## src/rtl/txq_pkg.sv

```systemverilog
package txq_pkg;
  localparam int QUAD_W = 32;

  localparam logic [15:0] OFS_A_OPEN  = 16'h0080;
  localparam logic [15:0] OFS_A_MID   = 16'h0084;
  localparam logic [15:0] OFS_A_SEAL  = 16'h008C;
  localparam logic [15:0] OFS_I_OPEN  = 16'h0090;
  localparam logic [15:0] OFS_I_MID   = 16'h0094;
  localparam logic [15:0] OFS_I_SEAL  = 16'h009C;
  localparam logic [15:0] OFS_A_BURST = 16'h00A0;

  typedef enum logic [2:0] {
    WK_NONE, WK_A_OPEN, WK_A_MID, WK_A_SEAL, WK_A_BURST,
    WK_I_OPEN, WK_I_MID, WK_I_SEAL
  } wkind_e;

  function automatic wkind_e classify(input logic [15:0] ofs);
    case (ofs)
      OFS_A_OPEN:  return WK_A_OPEN;
      OFS_A_MID:   return WK_A_MID;
      OFS_A_SEAL:  return WK_A_SEAL;
      OFS_A_BURST: return WK_A_BURST;
      OFS_I_OPEN:  return WK_I_OPEN;
      OFS_I_MID:   return WK_I_MID;
      OFS_I_SEAL:  return WK_I_SEAL;
      default:     return WK_NONE;
    endcase
  endfunction
endpackage

```

## src/rtl/txq_wr_decode.sv

```systemverilog
module txq_wr_decode
  import txq_pkg::*;
#(
  parameter int ADDR_W = 8
) (
  input  logic              clk,
  input  logic              rst_n,
  input  logic              wr_en,
  input  logic [ADDR_W-1:0] wr_addr,
  output logic              a_push,
  output logic              a_tag,
  output logic              a_commit,
  output logic              i_open,
  output logic              i_mid,
  output logic              i_seal
);
  wkind_e kind;
  logic   burst_hit;
  logic   burst_prev_q;

  always_comb begin
    kind      = wr_en ? classify(16'(wr_addr)) : WK_NONE;
    burst_hit = (kind == WK_A_BURST);
    a_push    = (kind == WK_A_OPEN) || (kind == WK_A_MID) ||
                (kind == WK_A_SEAL) || burst_hit;
    a_tag     = (kind == WK_A_OPEN) || (burst_hit && !burst_prev_q);
    a_commit  = (kind == WK_A_SEAL) || burst_hit;
    i_open    = (kind == WK_I_OPEN);
    i_mid     = (kind == WK_I_MID);
    i_seal    = (kind == WK_I_SEAL);
  end

  always_ff @(posedge clk or negedge rst_n) begin
    if (!rst_n) burst_prev_q <= 1'b0;
    else        burst_prev_q <= burst_hit;
  end
endmodule

```

## src/rtl/txq_tag_fifo.sv

```systemverilog
module txq_tag_fifo #(
  parameter int DEPTH  = 32,
  parameter int DATA_W = 32,
  localparam int PW    = (DEPTH > 1) ? $clog2(DEPTH) : 1,
  localparam int CW    = $clog2(DEPTH + 1)
) (
  input  logic            clk,
  input  logic            rst_n,
  input  logic            clr,
  input  logic            push,
  input  logic            push_tag,
  input  logic [DATA_W-1:0] push_data,
  input  logic            commit,
  input  logic            take,
  input  logic            want,
  output logic            avail,
  output logic [DATA_W:0] head,
  output logic [CW-1:0]   occ,
  output logic [CW-1:0]   committed,
  output logic            starve
);
  logic [DATA_W:0] mem [DEPTH];
  logic [PW-1:0]   wr_ptr, rd_ptr, rd_nxt;
  logic [CW-1:0]   cnt_q, ccnt_q, cnt_nx;
  logic            in_pkt_q, push_ok, more_follow;

  function automatic logic [PW-1:0] step(input logic [PW-1:0] p);
    return (p == PW'(DEPTH - 1)) ? '0 : p + 1'b1;
  endfunction

  function automatic logic [CW-1:0] count_next(input logic [CW-1:0] c,
                                               input logic up, input logic dn);
    return c + CW'(up) - CW'(dn);
  endfunction

  always_comb begin
    push_ok     = push && ((cnt_q != CW'(DEPTH)) || take);
    cnt_nx      = count_next(cnt_q, push_ok, take);
    rd_nxt      = step(rd_ptr);
    more_follow = (cnt_q > CW'(1)) ? !mem[rd_nxt][DATA_W] : (push_ok && !push_tag);
    avail       = (ccnt_q != '0);
    head        = mem[rd_ptr];
    occ         = cnt_q;
    committed   = ccnt_q;
    starve      = want && in_pkt_q && !avail;
  end

  always_ff @(posedge clk) begin
    if (push_ok) mem[wr_ptr] <= {push_tag, push_data};
  end

  always_ff @(posedge clk or negedge rst_n) begin
    if (!rst_n) begin
      wr_ptr <= '0; rd_ptr <= '0; cnt_q <= '0; ccnt_q <= '0; in_pkt_q <= 1'b0;
    end else if (clr) begin
      wr_ptr <= '0; rd_ptr <= '0; cnt_q <= '0; ccnt_q <= '0; in_pkt_q <= 1'b0;
    end else begin
      if (push_ok) wr_ptr <= step(wr_ptr);
      if (take)    rd_ptr <= rd_nxt;
      cnt_q  <= cnt_nx;
      ccnt_q <= commit ? cnt_nx : count_next(ccnt_q, 1'b0, take);
      if (take) in_pkt_q <= more_follow;
    end
  end
endmodule

```

## src/rtl/txq_commit_fifo.sv

```systemverilog
module txq_commit_fifo
  import txq_pkg::*;
#(
  parameter int DEPTH  = 32,
  parameter int ADDR_W = 8,
  localparam int DW    = QUAD_W,
  localparam int CW    = $clog2(DEPTH + 1)
) (
  input  logic              clk,
  input  logic              rst_n,
  input  logic              wr_en,
  input  logic [ADDR_W-1:0] wr_addr,
  input  logic [DW-1:0]     wr_data,
  input  logic              clr_iso,
  input  logic              a_ready,
  output logic              a_valid,
  output logic [DW:0]       a_quad,
  output logic              a_underflow,
  input  logic              i_ready,
  output logic              i_valid,
  output logic [DW:0]       i_quad,
  output logic              i_bad,
  output logic              i_bad_irq,
  output logic              arb_req
);
  logic a_push, a_tag, a_commit, i_open_w, i_mid_w, i_seal_w;
  logic a_avail, a_take, a_starve;
  logic i_avail, i_take, i_starve, i_push, i_commit;
  logic misfirst, bad_enter;
  logic [CW-1:0] a_occ, a_ccnt, i_occ, i_ccnt;
  logic open_q, bad_q, irq_q, empty_q, arb_q, a_under_q;

  txq_wr_decode #(.ADDR_W(ADDR_W)) u_dec (
    .clk(clk), .rst_n(rst_n), .wr_en(wr_en), .wr_addr(wr_addr),
    .a_push(a_push), .a_tag(a_tag), .a_commit(a_commit),
    .i_open(i_open_w), .i_mid(i_mid_w), .i_seal(i_seal_w)
  );

  always_comb begin
    a_take    = a_ready && a_avail;
    i_valid   = i_avail && !bad_q;
    i_take    = i_ready && i_valid;
    i_push    = (i_open_w || i_mid_w || i_seal_w) && !clr_iso;
    i_commit  = i_seal_w && !clr_iso;
    misfirst  = (i_mid_w || i_seal_w) && !open_q && !clr_iso;
    bad_enter = (misfirst || (i_starve && !clr_iso)) && !bad_q;
  end

  txq_tag_fifo #(.DEPTH(DEPTH), .DATA_W(DW)) u_async_q (
    .clk(clk), .rst_n(rst_n), .clr(1'b0),
    .push(a_push), .push_tag(a_tag), .push_data(wr_data), .commit(a_commit),
    .take(a_take), .want(a_ready), .avail(a_avail), .head(a_quad),
    .occ(a_occ), .committed(a_ccnt), .starve(a_starve)
  );

  txq_tag_fifo #(.DEPTH(DEPTH), .DATA_W(DW)) u_iso_q (
    .clk(clk), .rst_n(rst_n), .clr(clr_iso),
    .push(i_push), .push_tag(i_open_w), .push_data(wr_data), .commit(i_commit),
    .take(i_take), .want(i_ready), .avail(i_avail), .head(i_quad),
    .occ(i_occ), .committed(i_ccnt), .starve(i_starve)
  );

  always_ff @(posedge clk or negedge rst_n) begin
    if (!rst_n) begin
      open_q <= 1'b0; bad_q <= 1'b0; irq_q <= 1'b0;
      empty_q <= 1'b1; arb_q <= 1'b0; a_under_q <= 1'b0;
    end else begin
      a_under_q <= a_starve;
      irq_q     <= bad_enter;
      arb_q     <= i_commit && empty_q;
      if (clr_iso) begin
        open_q <= 1'b0; bad_q <= 1'b0; empty_q <= 1'b1;
      end else begin
        if (i_open_w)  open_q <= 1'b1;
        if (bad_enter) bad_q  <= 1'b1;
        if (i_commit)                           empty_q <= 1'b0;
        else if (i_take && i_ccnt == CW'(1))    empty_q <= 1'b1;
      end
    end
  end

  assign a_valid     = a_avail;
  assign a_underflow = a_under_q;
  assign i_bad       = bad_q;
  assign i_bad_irq   = irq_q;
  assign arb_req     = arb_q;
endmodule

```

## config.mk

```make
export PLATFORM = sky130hd
export DESIGN_NAME = txq_commit_fifo
export DESIGN_NICKNAME = d
export VERILOG_FILES = /design/src/rtl/txq_pkg.sv /design/src/rtl/txq_wr_decode.sv /design/src/rtl/txq_tag_fifo.sv /design/src/rtl/txq_commit_fifo.sv
export SDC_FILE = /design/constraint.sdc
export NUM_CORES = 2
export LEC_CHECK = 0
export BUFFER_PORTS_ARGS = -buffer_cell sky130_fd_sc_hd__buf_4
export CAP_MARGIN = 5
export CORE_ASPECT_RATIO = 0.6
export CORE_UTILIZATION = 60
export CTS_CLUSTER_DIAMETER = 120
export DETAILED_ROUTE_END_ITERATION = 10
export PLACE_DENSITY = 0.76
export SLEW_MARGIN = 20
export SYNTH_ARGS = -nofsm -noshare
export SYNTH_HDL_FRONTEND = slang
export SYNTH_SLANG_ARGS = --single-unit
```

## constraint.sdc

```tcl
create_clock -name clk -period 4.69 [get_ports clk]
set_input_delay 0.469 -clock clk [delete_from_list [all_inputs] [get_ports clk]]
set_output_delay 0.469 -clock clk [all_outputs]
set_load 0.005 [all_outputs]
```

; After elaboration in Yosys (flattened, before gate mapping)
; Memory sizes are Yosys's and may differ from the RTL's.
; Index checks and enable logic that the tools add are counted.
[totals]
inputBits = 46
regBits = 53
output_inout_bits = 72
mem_bits_rw = 2112
word_cells = 129
memories = 2
[memory_table]
columns = name, words, width, read_ports, rd_clocked_by_memory_dff, write_ports, line
row1 = u_async_q.mem, 32, 33, 2, 0, 1, txq_tag_fifo.sv:22  ; logic [DATA_W:0] mem [DEPTH];
row2 = u_iso_q.mem, 32, 33, 2, 0, 1, txq_tag_fifo.sv:22
[classes]
n_reduce_logical = 48
n_mux = 29
n_eq_ne = 21
n_addsub = 10
order_cmp = 2
[op_table]
columns = op, count
row1 = $eq 8x8->1 const B, 7
row2 = $mux 5, 8
row3 = $mux 6, 4
row4 = $sub 6x1->6, 4
row5 = $pmux 3 s7, 1
row6 = $add 5x1->5 const B, 4
row7 = $eq 5x5->1 const B, 4
row8 = $logic_and 1x1->1, 20
row9 = $mux 1, 15
row10 = $add 6x1->6, 2
row11 = $eq 3x3->1 const B, 4
row12 = $gt 6x1->1 const B, 2
row13 = $ne 6x6->1 const B, 2
row14 = $reduce_bool 6->1, 2
row15 = $logic_or 1x1->1, 11
row16 = $logic_not 1->1, 10
row17 = $reduce_bool 2->1, 4
row18 = $eq 3x2->1 const B, 2
row19 = $eq 6x1->1 const B, 1
row20 = $eq 3x1->1 const B, 1
row21 = $mux 3, 1
row22 = $reduce_bool 3->1, 1

; Longest topological paths before layout
[logic_depth]
depth_word = 12
mapped_depth = 16
ltp_nobuf = 15

; Hierarchy
; Synthesis repeated with hierarchy kept, for this count alone.
[hier_totals]
cells_unflattened = 3556
hier_area_um2 = 84285.8
[by_module_without_submodules]
columns = mod, area_per_inst_um2, instances, seq_area_each_um2, cells_per_inst
row1 = txq_tag_fifo (u_async_q), 41977.8, 1, 32286.0, 1762
row2 = txq_tag_fifo (u_iso_q), 41875.2, 1, 32286.0, 1752
row3 = txq_commit_fifo, 267.8, 1, 151.4, 25
row4 = txq_wr_decode, 165.2, 1, 25.0, 17

; Least setup slack after synthesis
; OpenSTA, ideal clock, no wires.
[synth_timing]
path_kind = in2reg
from = input port wr_addr[1]
to = memory u_async_q.mem[15][0] in the netlist's numbering (enable)
cell_stages = 7
t_required_ns = 4.226
slack_ns = 0.063
arrival_ns = 4.163
setup_time_ns = 0.464
path_buffers = 1
path_cell_list = or4b_1 nor3b_2 nand3_1 a21oi_2 buf_2 nand2_2 nor3_1
[synth_via]
elab_chain_cells = 10
word_cells_on_any_way = 19
cone_classes = eq/ne: 11 / mux: 4 / reduce/logical: 4
[synth_lines]
columns = element, line
row1 = "start, declared", txq_commit_fifo.sv:12  ; input logic [ADDR_W-1:0] wr_addr,
row2 = $eq 8x8->1, txq_pkg.sv:18  ; case (ofs)
row3 = $pmux 3 s7 (*), txq_pkg.sv:18
row4 = $mux 3 (*), txq_wr_decode.sv:22  ; kind = wr_en ? classify(16'(wr_addr)) : WK_NONE;
row5 = $eq 3x1->1 / $eq 3x2->1 (equally long branches), txq_wr_decode.sv:24  ; a_push = (kind == WK_A_OPEN) || (kind == WK_A_MID) ||
row6 = $logic_or 1x1->1 (2 in a row), txq_wr_decode.sv:24
row7 = $logic_or 1x1->1 (*), txq_wr_decode.sv:25  ; (kind == WK_A_SEAL) || burst_hit;
row8 = $logic_and 1x1->1 (*), txq_tag_fifo.sv:37  ; push_ok = push && ((cnt_q != CW'(DEPTH)) || take);
row9 = net u_async_q.push_ok, txq_tag_fifo.sv:25  ; logic in_pkt_q, push_ok, more_follow;
row10 = $mux 1 (*), txq_tag_fifo.sv:49  ; if (push_ok) mem[wr_ptr] <= {push_tag, push_data};
row11 = $mux 1 (not written as such) (*), txq_tag_fifo.sv:49
row12 = "end, declared", txq_tag_fifo.sv:22
; The timed path passes the listed nets; every way through them passes the cells marked *.

; Worst setup path after layout
[layout_timing]
from = register u_async_q.rd_ptr[1]
to = output port a_quad[2]
[layout_via]
elab_chain_cells = 1
[layout_lines]
columns = element, line
row1 = "start, declared", txq_tag_fifo.sv:23  ; logic [PW-1:0] wr_ptr, rd_ptr, rd_nxt;
row2 = "start signal, assigned", txq_tag_fifo.sv:59  ; if (take) rd_ptr <= rd_nxt;
row3 = $mem_v2 32x33, n/a
row4 = "end, declared", txq_commit_fifo.sv:17  ; output logic [DW:0] a_quad,
; Every way passes these cells.

==> flow_metrics.py <==
metrics = {
    "clock_tree": {
        "clkSinkCount": 2165,
        "cts_tree": "built",
        "cts_resized": 0,
        "root_buffer": "clkbuf_16",
        "cts.clk_slew.worst_paths_ns": 0.07,
        "clock_latency_ns": 0.83,
        "htreeDepth": 4,
        "cts_made_buffers": 181,
        "clock_path_buffers": 3,
    },
    "global_routing": {
        "grt_pass1_wl_um": 286000,
        "gr-total-overflow": 0,
        "grtUsageTotal": 0.281,
        "grt_start_max_net_pins": 94,
        "antenna_found_initial": 2,
        "grt_pass1_vias": 40897,
    },
    "hold_path": {
        "hp-class": "input port to flop",
        "hp-start": "i_ready",
    },
    "floorplan": {
        "rows": 106,
        "core_um2": 139000,
        "start_util": 0.605,
        "io_pins": 118,
        "die_w_um": 486,
        "die_h_um": 292,
        "die-area_um2": 142000,
    },
    "worst_setup_path": {
        "crit_path_start": "u_async_q.rd_ptr[1]",
        "worstSetupPathType": "flop to output port",
        "end_kind": "output port",
        "critical_path_peak_fanout": 58,
        "critPathLaunchType": "flop",
        "cp.required_ns": 4.22,
        "r2r-start": "u_iso_q.committed[3]",
        "worstPathArrival_ns": 3.92,
    },
    "synthesis": {
        "syn_area_um2": 84200,
        "synth_enable_flop_cells": 2112,
        "synth-seq-cells": 2165,
        "synthFlopType": "edfxtp_1",
        "synthArstFlopShare": 0.0245,
        "syn_nets": 3949,
        "synth-seq-area-share": 0.769,
        "avgSynthCellArea_um2": 21.8,
        "synthCells": 3863,
        "ys_types": 64,
        "synth_warnings": 0,
    },
    "timing": {
        "setup_viol": 0,
        "slew_violations": 0,
        "min_period_over_period": 0.935,
        "fin_ws_ns": 0.306,
        "period_minus_slack_ns": 4.38,
        "hold_slack_ns": 0.0655,
        "rsz0062_at_grt": "false",
        "timing.fmax_ghz": 0.228,
        "slew_headroom": 0.229,
        "worst_pin_slew_ns": 1.16,
        "skew_ns": 0.0424,
        "fin_setup_tns_ns": 0,
        "hold_viol_final": 0,
    },
    "place": {
        "placed_area_um2": 88600,
        "gp_congestion": 0.819,
        "io_buffers": 117,
        "hpwl_um": 109000,
        "dp_worst_setup_slack_ns": 0.580,
        "placed_cells": 5739,
    },
    "drt": {
        "viasPerCell": 6.92,
        "routedWlPerCell_um": 32.5,
        "ant_nets": 0,
        "drc": 0,
        "drt_iter0_drc": 5579,
        "first_pass_iters": 5,
        "drt-total-wl_um": 197000,
        "via_count": 42041,
    },
    "power_and_ir_drop": {
        "peakVddDrop_uv": 435,
        "power.density_nw_per_um2": 510,
        "leakage_nw": 29.3,
    },
    "finish": {
        "final_cells": 6074,
        "stdcell_area_um2": 94400,
        "fin_nets": 4180,
        "drive_gt1_frac": 0.272,
        "area_delta_synth_final_pct": 12.0,
        "fill_cells": 8348,
    },
    "status": {
        "status": "completed",
    },
    "run": {
        "cap_violations": 0,
    },
}
==> cell type report <==
type / instances / area [um2] / share of cell area
Multi-Input combinational cell: 1445 / 18900 / 0.200
Sequential cell: 2165 / 64800 / 0.687
Timing Repair Buffer: 261 / 2520 / 0.0267
Clock inverter: 116 / 1010 / 0.0107
Clock buffer: 210 / 4700 / 0.0498
Tap cell: 1836 / 2300 / 0.0243
Inverter: 40 / 150 / 0.00159
Antenna cell: 1 / 2.50 / 0.0000265
==> report_power, final <==
part / switching, mW / internal, mW
sequential: 0.532 / 21.4
combinational: 5.50 / 5.92
clock: 6.93 / 7.89
total: 13.0 / 35.2
==> cells in the mapped netlist (8+ instances only) <==
library cell	count	area, um2
buf_1	23	86.3
nand3_1	17	85.1
mux2_2	41	462
ha_1	38	475
nand2_1	69	259
xor2_1	10	87.6
buf_2	68	340
and3_1	8	50.1
a211oi_1	43	323
clkbuf_1	112	420
o21ai_0	47	235
inv_1	38	143
xnor2_1	10	87.6
nor3_1	11	55.1
mux4_2	503	11300
nor2_1	99	372
a21oi_1	63	315
o22ai_1	68	425
edfxtp_1	2112	63400
a21o_1	37	278
dfrtp_1	52	1300
o221ai_1	102	893
mux2i_1	205	2050
==> final timing paths <==
check	end	slack [ns]	cells past startpoint
hold reg to reg	open_q	0.50	1
setup reg to reg	u_iso_q.committed[5]	0.63	13
min in group asynchronous	u_iso_q.rd_ptr[2]	0.26	2
setup / recovery	a_quad[2]	0.31	6
max in group asynchronous	u_async_q.rd_ptr[0]	3.87	2
hold / removal	i_bad	0.07	3
==> registers in the layout (all words and copies together), names as in the netlist, 5 cells and up <==
| register | count |
|---|---|
| u_iso_q.rd_ptr | 5 |
| u_async_q.mem | 1056 |
| u_async_q.occ | 6 |
| u_iso_q.committed | 6 |
| u_iso_q.mem | 1056 |
| u_async_q.wr_ptr | 5 |
| u_iso_q.wr_ptr | 5 |
| u_async_q.committed | 6 |
| u_async_q.rd_ptr | 5 |
| u_iso_q.occ | 6 |
==> through the flow <==
stage / utilization / power (mW)
2_1_floorplan: - / 29.9
3_3_place_gp: 0.636 / 33.5
3_5_place_dp: 0.636 / 33.6
4_1_cts: 0.677 / 48.3
5_1_grt: 0.678 / 49.7
6_report: 0.678 / 48.1
==> logic make-up (layout without fill, tap and decap cells) <==
family | Yosys count | in the layout | synth area share
compound gates | 385 | 385 | 0.0320
simple gates | 251 | 251 | 0.0140
xor+xnor | 20 | 20 | 0.00208
buf+inv | 253 | 627 | 0.0129
fa+ha+maj | 40 | 40 | 0.00612
other cells | 0 | 1 | 0
flops | 2165 | 2165 | 0.769
mux | 749 | 749 | 0.164
==> worst max-delay path, stage by stage, from the launching register on <==
cell and delay [ns]:
dfrtp_4 1.06, buf_12 0.31, buf_4 0.28, mux4_2 0.37
mux4_2 0.52, mux2_2 0.33, buf_4 0.15
==> layer usage <==
layer / wire length [um] / up-vias / global-route usage
met4: 4020 / 2 / 0.0676
met2: 88400 / 2735 / 0.402
met1: 82200 / 22244 / 0.450
met5: 18 / - / 0
li1: - / 16779 / -
met3: 22700 / 281 / 0.0581
==> placed cells by master (no fill, tap or decap), types with 6 or more instances in the layout <==
cell           synthesis  routed
edfxtp_1            2112    2112
clkinv_2               0      42
buf_12                 0      42
a21o_1                37      37
buf_4                  7     211
clkbuf_1             112      26
ha_1                  38      38
mux2i_1              205     205
nand3b_1               6       6
mux2_2                41      41
o221ai_1             102     102
and3_1                 8       7
dfrtp_1               52      42
dfrtp_4                0       9
clkbuf_16              0     184
nor2_1                99      39
nand2_1               69      68
nand3_1               17      17
o21ai_0               47      47
inv_6                  0       6
nor2_4                 1      61
nor3_1                11       7
inv_1                 38      38
xnor2_1               10      10
a211oi_1              43      43
o22ai_1               68      68
bufinv_16              0      12
a21oi_1               63      63
clkinv_1               2      41
dlygate4sd3_1          0       7
mux4_2               503     503
xor2_1                10      10
==> timing repair <==
action                                  CTS  global route
hold endpoints to repair                 69             0
endpoints found under the setup margin    0             2
buffers inserted                          0             1
hold buffers                              7             0
No activity file was read; power rests on OpenSTA's default activity.
